$ cat src/rtl/tps_pkg.sv
package tps_pkg;
  typedef enum logic [1:0] {
    ST_IDLE = 2'd0,
    ST_HIGH = 2'd1,
    ST_LOW  = 2'd2,
    ST_DONE = 2'd3
  } tps_state_e;
endpackage

$ cat src/rtl/tps_phase_timer.sv
module tps_phase_timer #(
  parameter int unsigned WID_W = 16
) (
  input  logic             clk_i,
  input  logic             rst_ni,
  input  logic             load_i,
  input  logic [WID_W-1:0] width_i,
  input  logic             reload_i,
  input  logic             run_i,
  output logic             last_o
);
  logic [WID_W-1:0] wm1_q, cnt_q, wm1_d;

  // zero width behaves as one cycle
  assign wm1_d = (width_i == '0) ? '0 : width_i - 1'b1;

  always_ff @(posedge clk_i or negedge rst_ni) begin
    if (!rst_ni) begin
      wm1_q <= '0;
      cnt_q <= '0;
    end else if (load_i) begin
      wm1_q <= wm1_d;
      cnt_q <= wm1_d;
    end else if (reload_i) begin
      cnt_q <= wm1_q;
    end else if (run_i && cnt_q != '0) begin
      cnt_q <= cnt_q - 1'b1;
    end
  end

  assign last_o = (cnt_q == '0);

  p_timer_bound_r7: assert property (@(posedge clk_i) disable iff (!rst_ni)
    cnt_q <= wm1_q);
endmodule

$ cat src/rtl/tps_pulse_ctr.sv
module tps_pulse_ctr #(
  parameter int unsigned CNT_W = 16
) (
  input  logic             clk_i,
  input  logic             rst_ni,
  input  logic             load_i,
  input  logic [CNT_W-1:0] cnt_i,
  input  logic             dec_i,
  output logic             last_o
);
  logic [CNT_W-1:0] rem_q;

  always_ff @(posedge clk_i or negedge rst_ni) begin
    if (!rst_ni)       rem_q <= '0;
    else if (load_i)   rem_q <= cnt_i;
    else if (dec_i)    rem_q <= rem_q - 1'b1;
  end

  assign last_o = (rem_q == CNT_W'(1));

  p_no_underflow_r2: assert property (@(posedge clk_i) disable iff (!rst_ni)
    dec_i |-> rem_q > CNT_W'(1));
endmodule

$ cat src/rtl/tps_dac_hold.sv
module tps_dac_hold #(
  parameter int unsigned DAC_W = 16
) (
  input  logic               clk_i,
  input  logic               rst_ni,
  input  logic               cap_i,
  input  logic [2*DAC_W-1:0] lvl_i,
  output logic [DAC_W-1:0]   base_o,
  output logic [DAC_W-1:0]   pulse_o,
  output logic               load_o
);
  always_ff @(posedge clk_i or negedge rst_ni) begin
    if (!rst_ni) begin
      base_o  <= '0;
      pulse_o <= '0;
      load_o  <= 1'b0;
    end else begin
      load_o <= cap_i;
      if (cap_i) begin
        base_o  <= lvl_i[DAC_W-1:0];
        pulse_o <= lvl_i[2*DAC_W-1:DAC_W];
      end
    end
  end

  p_codes_held_r8: assert property (@(posedge clk_i) disable iff (!rst_ni)
    !cap_i |=> $stable(base_o) && $stable(pulse_o) && !load_o);
endmodule

$ cat src/rtl/tps_top.sv
module tps_top
  import tps_pkg::*;
#(
  parameter int unsigned CNT_W = 16,
  parameter int unsigned WID_W = 16,
  parameter int unsigned DAC_W = 16,
  localparam int unsigned PRM_W = CNT_W + WID_W,
  localparam int unsigned LVL_W = 2 * DAC_W
) (
  input  logic             clk_i,
  input  logic             rst_ni,
  input  logic             start_i,
  input  logic             abort_i,
  input  logic [PRM_W-1:0] prm_i,
  input  logic [LVL_W-1:0] lvl_i,
  output logic             sw_pulse_o,
  output logic             busy_o,
  output logic             done_o,
  output logic [DAC_W-1:0] dac_base_o,
  output logic [DAC_W-1:0] dac_pulse_o,
  output logic             dac_load_o
);
  tps_state_e state_q, state_d;
  logic [CNT_W-1:0] n_fld;
  logic [WID_W-1:0] w_fld;
  logic accept, go, t_last, p_last, t_reload, p_dec;

  assign n_fld    = prm_i[PRM_W-1:WID_W];
  assign w_fld    = prm_i[WID_W-1:0];
  assign accept   = (state_q == ST_IDLE) && start_i && !abort_i;
  assign go       = accept && (n_fld != '0);
  assign t_reload = !abort_i && t_last &&
                    ((state_q == ST_HIGH) || (state_q == ST_LOW && !p_last));
  assign p_dec    = !abort_i && t_last && state_q == ST_LOW && !p_last;

  always_comb begin
    state_d = state_q;
    unique case (state_q)
      ST_IDLE: if (accept) state_d = go ? ST_HIGH : ST_DONE;
      ST_HIGH: if (t_last) state_d = ST_LOW;
      ST_LOW:  if (t_last) state_d = p_last ? ST_DONE : ST_HIGH;
      ST_DONE: state_d = ST_IDLE;
      default: state_d = ST_IDLE;
    endcase
    if (abort_i) state_d = ST_IDLE;
  end

  always_ff @(posedge clk_i or negedge rst_ni) begin
    if (!rst_ni) state_q <= ST_IDLE;
    else         state_q <= state_d;
  end

  tps_phase_timer #(.WID_W(WID_W)) u_timer (
    .clk_i, .rst_ni, .load_i(go), .width_i(w_fld), .reload_i(t_reload),
    .run_i(state_q == ST_HIGH || state_q == ST_LOW), .last_o(t_last)
  );

  tps_pulse_ctr #(.CNT_W(CNT_W)) u_pctr (
    .clk_i, .rst_ni, .load_i(go), .cnt_i(n_fld), .dec_i(p_dec), .last_o(p_last)
  );

  tps_dac_hold #(.DAC_W(DAC_W)) u_dac (
    .clk_i, .rst_ni, .cap_i(go), .lvl_i(lvl_i),
    .base_o(dac_base_o), .pulse_o(dac_pulse_o), .load_o(dac_load_o)
  );

  assign sw_pulse_o = (state_q == ST_HIGH);
  assign busy_o     = (state_q == ST_HIGH) || (state_q == ST_LOW);
  assign done_o     = (state_q == ST_DONE);

  p_abort_idle_r6: assert property (@(posedge clk_i) disable iff (!rst_ni)
    abort_i |=> !busy_o && !sw_pulse_o && !done_o);
  p_done_single_r4: assert property (@(posedge clk_i) disable iff (!rst_ni)
    done_o |=> !done_o);
  p_zero_count_r3: assert property (@(posedge clk_i) disable iff (!rst_ni)
    (!busy_o && !done_o && start_i && !abort_i && n_fld == '0) |=> done_o && !sw_pulse_o);
  p_start_ignored_r5: assert property (@(posedge clk_i) disable iff (!rst_ni)
    (busy_o && start_i) |=> !dac_load_o);
  p_sel_only_busy_r2: assert property (@(posedge clk_i) disable iff (!rst_ni)
    sw_pulse_o |-> busy_o);
endmodule

$ cat config.mk
export PLATFORM = sky130hd
export DESIGN_NAME = tps_top
export DESIGN_NICKNAME = d
export VERILOG_FILES = /design/src/rtl/tps_pkg.sv /design/src/rtl/tps_phase_timer.sv /design/src/rtl/tps_pulse_ctr.sv /design/src/rtl/tps_dac_hold.sv /design/src/rtl/tps_top.sv
export SDC_FILE = /design/constraint.sdc
export NUM_CORES = 1
export LEC_CHECK = 0
export ABC_AREA = 1
export BUFFER_PORTS_ARGS = -buffer_cell sky130_fd_sc_hd__buf_4
export CAP_MARGIN = 5
export CORE_ASPECT_RATIO = 1.25
export CORE_MARGIN = 3
export CORE_UTILIZATION = 55
export DETAILED_ROUTE_END_ITERATION = 10
export PLACE_DENSITY = 0.8
export SLEW_MARGIN = 20
export SYNTH_ARGS = -nofsm -noshare
export SYNTH_HDL_FRONTEND = slang
export SYNTH_SLANG_ARGS = --single-unit
export TNS_END_PERCENT = 50
$ cat constraint.sdc
create_clock -name clk_i -period 2 [get_ports clk_i]
set_input_delay 0.1 -clock clk_i [delete_from_list [all_inputs] [get_ports clk_i]]
set_output_delay 0.1 -clock clk_i [all_outputs]
set_load 0.01 [all_outputs]
==> flow_summary.yaml, run 1 <==
status:
  outcome: "completed"
yosys:
  avgSynthCellArea_sq_um: 7.02
  synth.largest_area_cell: "dfrtp_1"
  synth.cells.most_frequent: "nand2_1, nor2_1, dfrtp_1"
  ys_top_cells_by_area: "dfrtp_1, nand2_1, nor2_1"
  synthesis.nets: 781
  yosysUniqueCellTypes: 30
  syn_area_sq_um: 4940
  syn-instance-count: 704
  yosysMostFrequentCell: "nand2_1"
  ys_seq_elements: 83
  yosysWarningCount: 0
  synth_edf_count: 0
  async_flop_share_pct: 100
  yosysTopAreaCellShare_pct: 42.0
  synth_flop_cell: "dfrtp_1"
  yosysSeqAreaShare_pct: 42.0
detailed_routing:
  num_vias: 5080
  dr.first_iter.drc_count: 326
  antenna_left: 0
  drt_wl_total_microns: 14100
  avgRoutedWirePerCell_microns: 14.3
  drcViolationCount: 0
  viasPerCell: 5.14
  firstDrtPassIters: 5
floorplan:
  die_w_microns: 90.8
  num_rows: 38
  core_area_sq_um: 8700
  die-area_sq_um: 10200
  ios: 104
  fp.dieH_microns: 112
  initial_core_util_pct: 56.8
critical_path:
  worstSetupPathType: "reg2reg"
  r2r_end: "u_pctr.rem_q[8]"
  start_kind: "flip-flop"
  reg2reg_slack_ns: 0.13
  reg2reg_depth: 11
  timing.rr.start: "u_timer.cnt_q[0]"
  worstSetupEndpointType: "flip-flop"
  crit_arrival_ns: 2.12
  worstPathMaxFanout: 10
  crit_required_ns: 2.25
power_and_ir_drop:
  total_power_mw: 8.20
  pwr_density_cell_nw_per_um2: 1240
  p_leak_nw: 3.42
  ir_worst_vdd_mv: 0.823
timing:
  tightest_slew_ns: 0.420
  tns_ns: 0
  setup_viol: 0
  relSlewSlack_pct: 71.7
  max_freq_mhz: 534
  finalHoldViolCount: 0
  fin_crit_ns: 1.87
  slew_viol_final: 0
  rsz0062_at_grt: "true"
  layout_worst_path_cycle_share_pct: 93.6
  finClkSkew_ns: 0.0101
global_routing:
  antenna_found_initial: 0
  grt-ovfl-total: 0
  first_global_vias: 5094
  grt_use_total_pct: 28.4
  grt_pass1_wl_microns: 23700
  grt_start_max_net_pins: 75
clocking:
  clk_latency_ns: 0.36
  cts_tree: "built"
  cts_inserted_buffers: 9
  clock_sinks: 83
  cts_max_path_buffers: 2
  cts_htree_levels: 3
  cts-root-buf: "clkbuf_8"
  clkSlewWorstSetupHoldPaths_ns: 0.09
cells_and_area:
  diodes: 0
  regArea_sq_um: 2080
  drive_gt1_share_pct: 19.8
  syn2layout_area_growth_pct: 34.0
  fillers: 642
  fin_nets: 940
  multi_input_comb_area_sq_um: 2570
hold_path:
  min_path_cells: 3
  hold_end: "u_pctr.rem_q[15]"
  min_from: "prm_i[31]"
  holdCritPathClass: "in2reg"
place:
  dp_hpwl_microns: 9730
  gp_congestion: 0.951
  portBuffers: 103
job:
  drv_cap: 0
report_power, final:
| group | internal [mW] | total, mW | switching, mW |
|---|---|---|---|
| clock | 0.496 | 1.15 | 0.656 |
| sequential | 2.46 | 3.06 | 0.601 |
| combinational | 1.69 | 3.99 | 2.31 |
sequential cells by signal, indices dropped and copies added (netlist names):
signal / cells
state_q: 2
u_dac.load_o: 1
u_dac.pulse_o: 16
u_dac.base_o: 16
u_pctr.rem_q: 16
u_timer.cnt_q: 16
u_timer.wm1_q: 16
worst max-delay path, stage by stage, from the launching register on:
cell     delay, ns
dfrtp_1       0.42
inv_1         0.09
ha_2          0.22
nand3_4       0.13
nor2_1        0.13
nand2_1       0.11
nor2_4        0.14
nand2_2       0.12
nand2_4       0.15
inv_2         0.12
nand2_1       0.08
nand3_1       0.07
cells in the final DEF, fill, tap and decap left out, types with 2 or more instances in the layout:
cell           instances
nand2_1              276
buf_4                115
nor2_1                96
dfrtp_1               83
inv_1                 52
nand3_1               52
dlygate4sd3_1         45
xor2_1                18
o21ai_0               16
a21oi_1               14
clkbuf_8              10
nor2_2                 9
o211ai_1               8
ha_1                   8
xnor2_1                7
nand4_1                5
nand2_2                5
o22ai_1                5
nor2_4                 4
inv_2                  4
o21ai_1                4
nand2_4                3
a21oi_2                3
nand3b_1               3
nor3_1                 3
inv_6                  3
buf_12                 3
inv_4                  2
clkinv_2               2
clkinvlp_4             2
kinds of logic after synthesis:
family	after synthesis	synth area share (%)
XOR/XNOR	25	4.43
adder cells (fa/ha/maj)	9	2.28
flip-flops	83	42.0
AND/OR/NAND/NOR	460	38.9
AO/OA/AOI/OAI	51	5.97
buffers and inverters	76	6.43
through the flow:
step	hold slack [ns]	cell area (sq um)	setup WS [ns]	util (%)	instances
after floorplan	-0.196	4940	0.274	-	704
after global placement	-0.0586	5890	0.155	67.7	923
after detailed placement	-0.0570	5890	0.0998	67.7	923
after CTS	0.00863	6530	0.0770	75.0	984
after global routing	0.0407	6620	-0.0261	76.1	988
final	0.0147	6620	0.127	76.1	988
cell type report:
cell class | instances | share of cell area [%]
Timing Repair Buffer | 165 | 21.3
Multi-Input combinational cell | 545 | 38.9
Clock buffer | 10 | 2.08
Tap cell | 120 | 2.27
Clock inverter | 6 | 0.699
Inverter | 59 | 3.44
Sequential cell | 83 | 31.4
worst max path at each step:
| stage | slack [ns] | cells after the start | from | end |
|---|---|---|---|---|
| 2_1_floorplan | 0.27 | 12 | u_timer.cnt_q[0] | u_timer.cnt_q[4] |
| 3_3_place_gp | 0.15 | 13 | u_timer.cnt_q[0] | u_timer.cnt_q[3] |
| 3_5_place_dp | 0.1 | 13 | u_timer.cnt_q[0] | u_timer.cnt_q[7] |
| 4_1_cts | 0.08 | 12 | prm_i[24] | u_pctr.rem_q[15] |
| 5_1_grt | -0.03 | 14 | prm_i[0] | u_timer.cnt_q[10] |
| 6_report | 0.13 | 11 | u_timer.cnt_q[0] | u_pctr.rem_q[8] |
metal layers:
layer	GRT usage, %	vias up	wire, microns
li1	-	2519	-
met1	36.6	2368	5940
met2	49.3	169	7170
met3	3.31	24	727
met4	10.2	0	261
met5	0	-	0
what timing repair did:
item	in CTS	in global routing
setup endpoints to repair	0	28
endpoints found under the hold margin	127	0
hold buffers	45	0
resized for setup	0	9
buffers inserted	0	3
No activity file was read; power rests on OpenSTA's default activity.
==> run 2, diff against run 1 <==
BUFFER_PORTS_ARGS = not set   (was -buffer_cell sky130_fd_sc_hd__buf_4)
DONT_BUFFER_PORTS = 1   (was not set)
PLACE_DENSITY = 0.7   (was 0.8)
==> run 2 against run 1 <==
The run now ends with negative hold slack left; combinational power down 19%; count of clock-buffer cells in the layout down 1; sequential share of layout area up 3.6 points; setup slack worse by 0.0071 ns; sequential cell count unchanged; design area down 10%.
==> flow_summary.yaml, run 2 (same netlist as run 1, synthesis figures left out) <==
floorplan:
  core_area_sq_um: 8700
  die-area_sq_um: 10200
  initial_core_util_pct: 56.8
  num_rows: 38
  fp.dieH_microns: 112
  die_w_microns: 90.8
  ios: 104
place:
  dp_hpwl_microns: 9110
  dp_slack_ns: 0.0785
  gp_congestion: 0.958
  portBuffers: 0
clocking:
  cts_max_path_buffers: 2
  clkSlewWorstSetupHoldPaths_ns: 0.09
  cts_inserted_buffers: 9
  clock_sinks: 83
  clk_latency_ns: 0.36
  cts_htree_levels: 3
  cts-root-buf: "clkbuf_8"
  cts_hold_buf: 56
  cts_tree: "built"
critical_path:
  cpLargestDelayFamily: "simple AND/OR/NAND/NOR gates"
  worstSetupPathType: "reg2reg"
  crit_arrival_ns: 2.16
  worstPathMaxFanout: 11
  start_kind: "flip-flop"
  cp_num_buf_inv: 2
  crit_required_ns: 2.28
  cpMaxStageDelayCell: "dfrtp_1"
  worstSetupEndpointType: "flip-flop"
  path_cells: "inv_1 -> ha_2 -> nand3_4 -> nor2_1 -> nand2_1 -> nor2_4 -> nand2_2 -> nor2_4 -> buf_12 -> nand2_1 -> o211ai_1"
  slowest_delay_ns: 0.42
cells_and_area:
  fin_nets: 855
  drive_gt1_share_pct: 9.85
  fillers: 745
  final_common_cell: "nand2_1"
  syn2layout_area_growth_pct: 20.3
  layout_common_cells: "nand2_1, nor2_1, dfrtp_1, dlygate4sd3_1, nand3_1"
  diodes: 0
detailed_routing:
  viasPerCell: 5.32
  firstDrtPassIters: 5
  dr_wl_met3_microns: 924
  avgRoutedWirePerCell_microns: 14.8
  num_vias: 4796
  wl_met1_microns: 5710
  drt_wl_total_microns: 13400
  dr.first_iter.drc_count: 390
  drcViolationCount: 0
  antenna_left: 0
  dr.max_layer_used: "met4"
  wl_met2_microns: 6480
power_and_ir_drop:
  p_leak_nw: 2.98
  pwr_density_cell_nw_per_um2: 1270
  ir_worst_vdd_mv: 0.748
  total_power_mw: 7.57
timing:
  rsz0062_at_grt: "true"
  fin_crit_ns: 1.88
  relSlewSlack_pct: 73.6
  max_freq_mhz: 532
  setup_viol: 0
  slew_viol_final: 0
  finClkSkew_ns: 0.00903
  layout_worst_path_cycle_share_pct: 94.0
  fin_ws_ns: 0.120
  tightest_slew_ns: 0.393
  tns_ns: 0
  timing.hold.ws_ns: -0.578
  finalHoldViolCount: 83
global_routing:
  grt_start_max_net_pins: 84
  grt_pass1_wl_microns: 22600
  grt-ovfl-total: 0
  grt_use_total_pct: 27.2
  first_global_vias: 4885
  antenna_found_initial: 0
hold_path:
  holdCritPathClass: "in2async"
status:
  violations: "negative hold slack"
  outcome: "complete, but fails checks"
job:
  drv_cap: 0
run 2: cell types whose count changed in the layout (fill, tap and decap cells not counted), moves of 2 or more:
cell,previous run,this run
buf_4,115,21
dlygate4sd3_1,45,56
inv_2,4,7
buf_12,3,1
inv_1,52,50
inv_6,3,1
nand2_1,276,274
nand2_2,5,7
nor2_1,96,98
nor2_2,9,7
run 2: metal layers:
layer,track usage (%),vias up
li1,-,2348
met5,0,-
met2,46.1,173
met3,6.96,27
met1,34.4,2248
met4,7.75,0
run 2: area by class of cell:
type                       instances  area (sq um)  share of cell area [%]
multi-input combinational        545          2570                    43.1
inverter                          59           225                    3.79
clock buffer                       9           124                    2.08
tap                              120           150                    2.52
timing repair buffer              80           764                    12.8
sequential                        83          2080                    34.9
clock inverter                     6          42.5                   0.715
run 2: worst paths after layout:
kind,from,to,slack (ns),cells after the start
max,u_timer.cnt_q[0],u_pctr.rem_q[4],0.12,11
min,rst_ni,u_pctr.rem_q[11],-0.58,0
max reg2reg,u_timer.cnt_q[0],u_pctr.rem_q[4],0.12,11
min reg2reg,u_timer.wm1_q[8],u_timer.wm1_q[8],0.49,2
max in group asynchronous,rst_ni,u_timer.cnt_q[4],2.44,0
min in group clk_i,prm_i[10],u_timer.wm1_q[10],0.02,3
run 2: power breakdown:
part           internal (mW)  switching, mW  total, mW  leakage (nW)
logic                   1.29           1.95       3.24          1.88
registers               2.46          0.796       3.26          1.02
clock network          0.446          0.632       1.08        0.0815
run 2: worst register-to-register path, delay by kind of cell (launching register included):
kind            cells  cell delay [ns]
simple gates        7             0.86
fa+ha+maj           1             0.21
flops               1             0.42
buf+inv             2             0.23
compound gates      1             0.08
run 2: what timing repair did:
item,CTS,global route
setup buffers,0,7
endpoints found under the setup margin,0,44
hold endpoints to repair,141,83
resized for setup,0,11
run 2: stage by stage:
step	area, sq um	hold WS [ns]	std cells	util [%]
2_1_floorplan	4940	-0.196	704	-
3_3_place_gp	5130	-0.194	824	58.9
3_5_place_dp	5130	-0.194	824	58.9
4_1_cts	5850	-0.596	895	67.3
5_1_grt	5950	-0.609	902	68.4
6_report	5950	-0.578	902	68.4
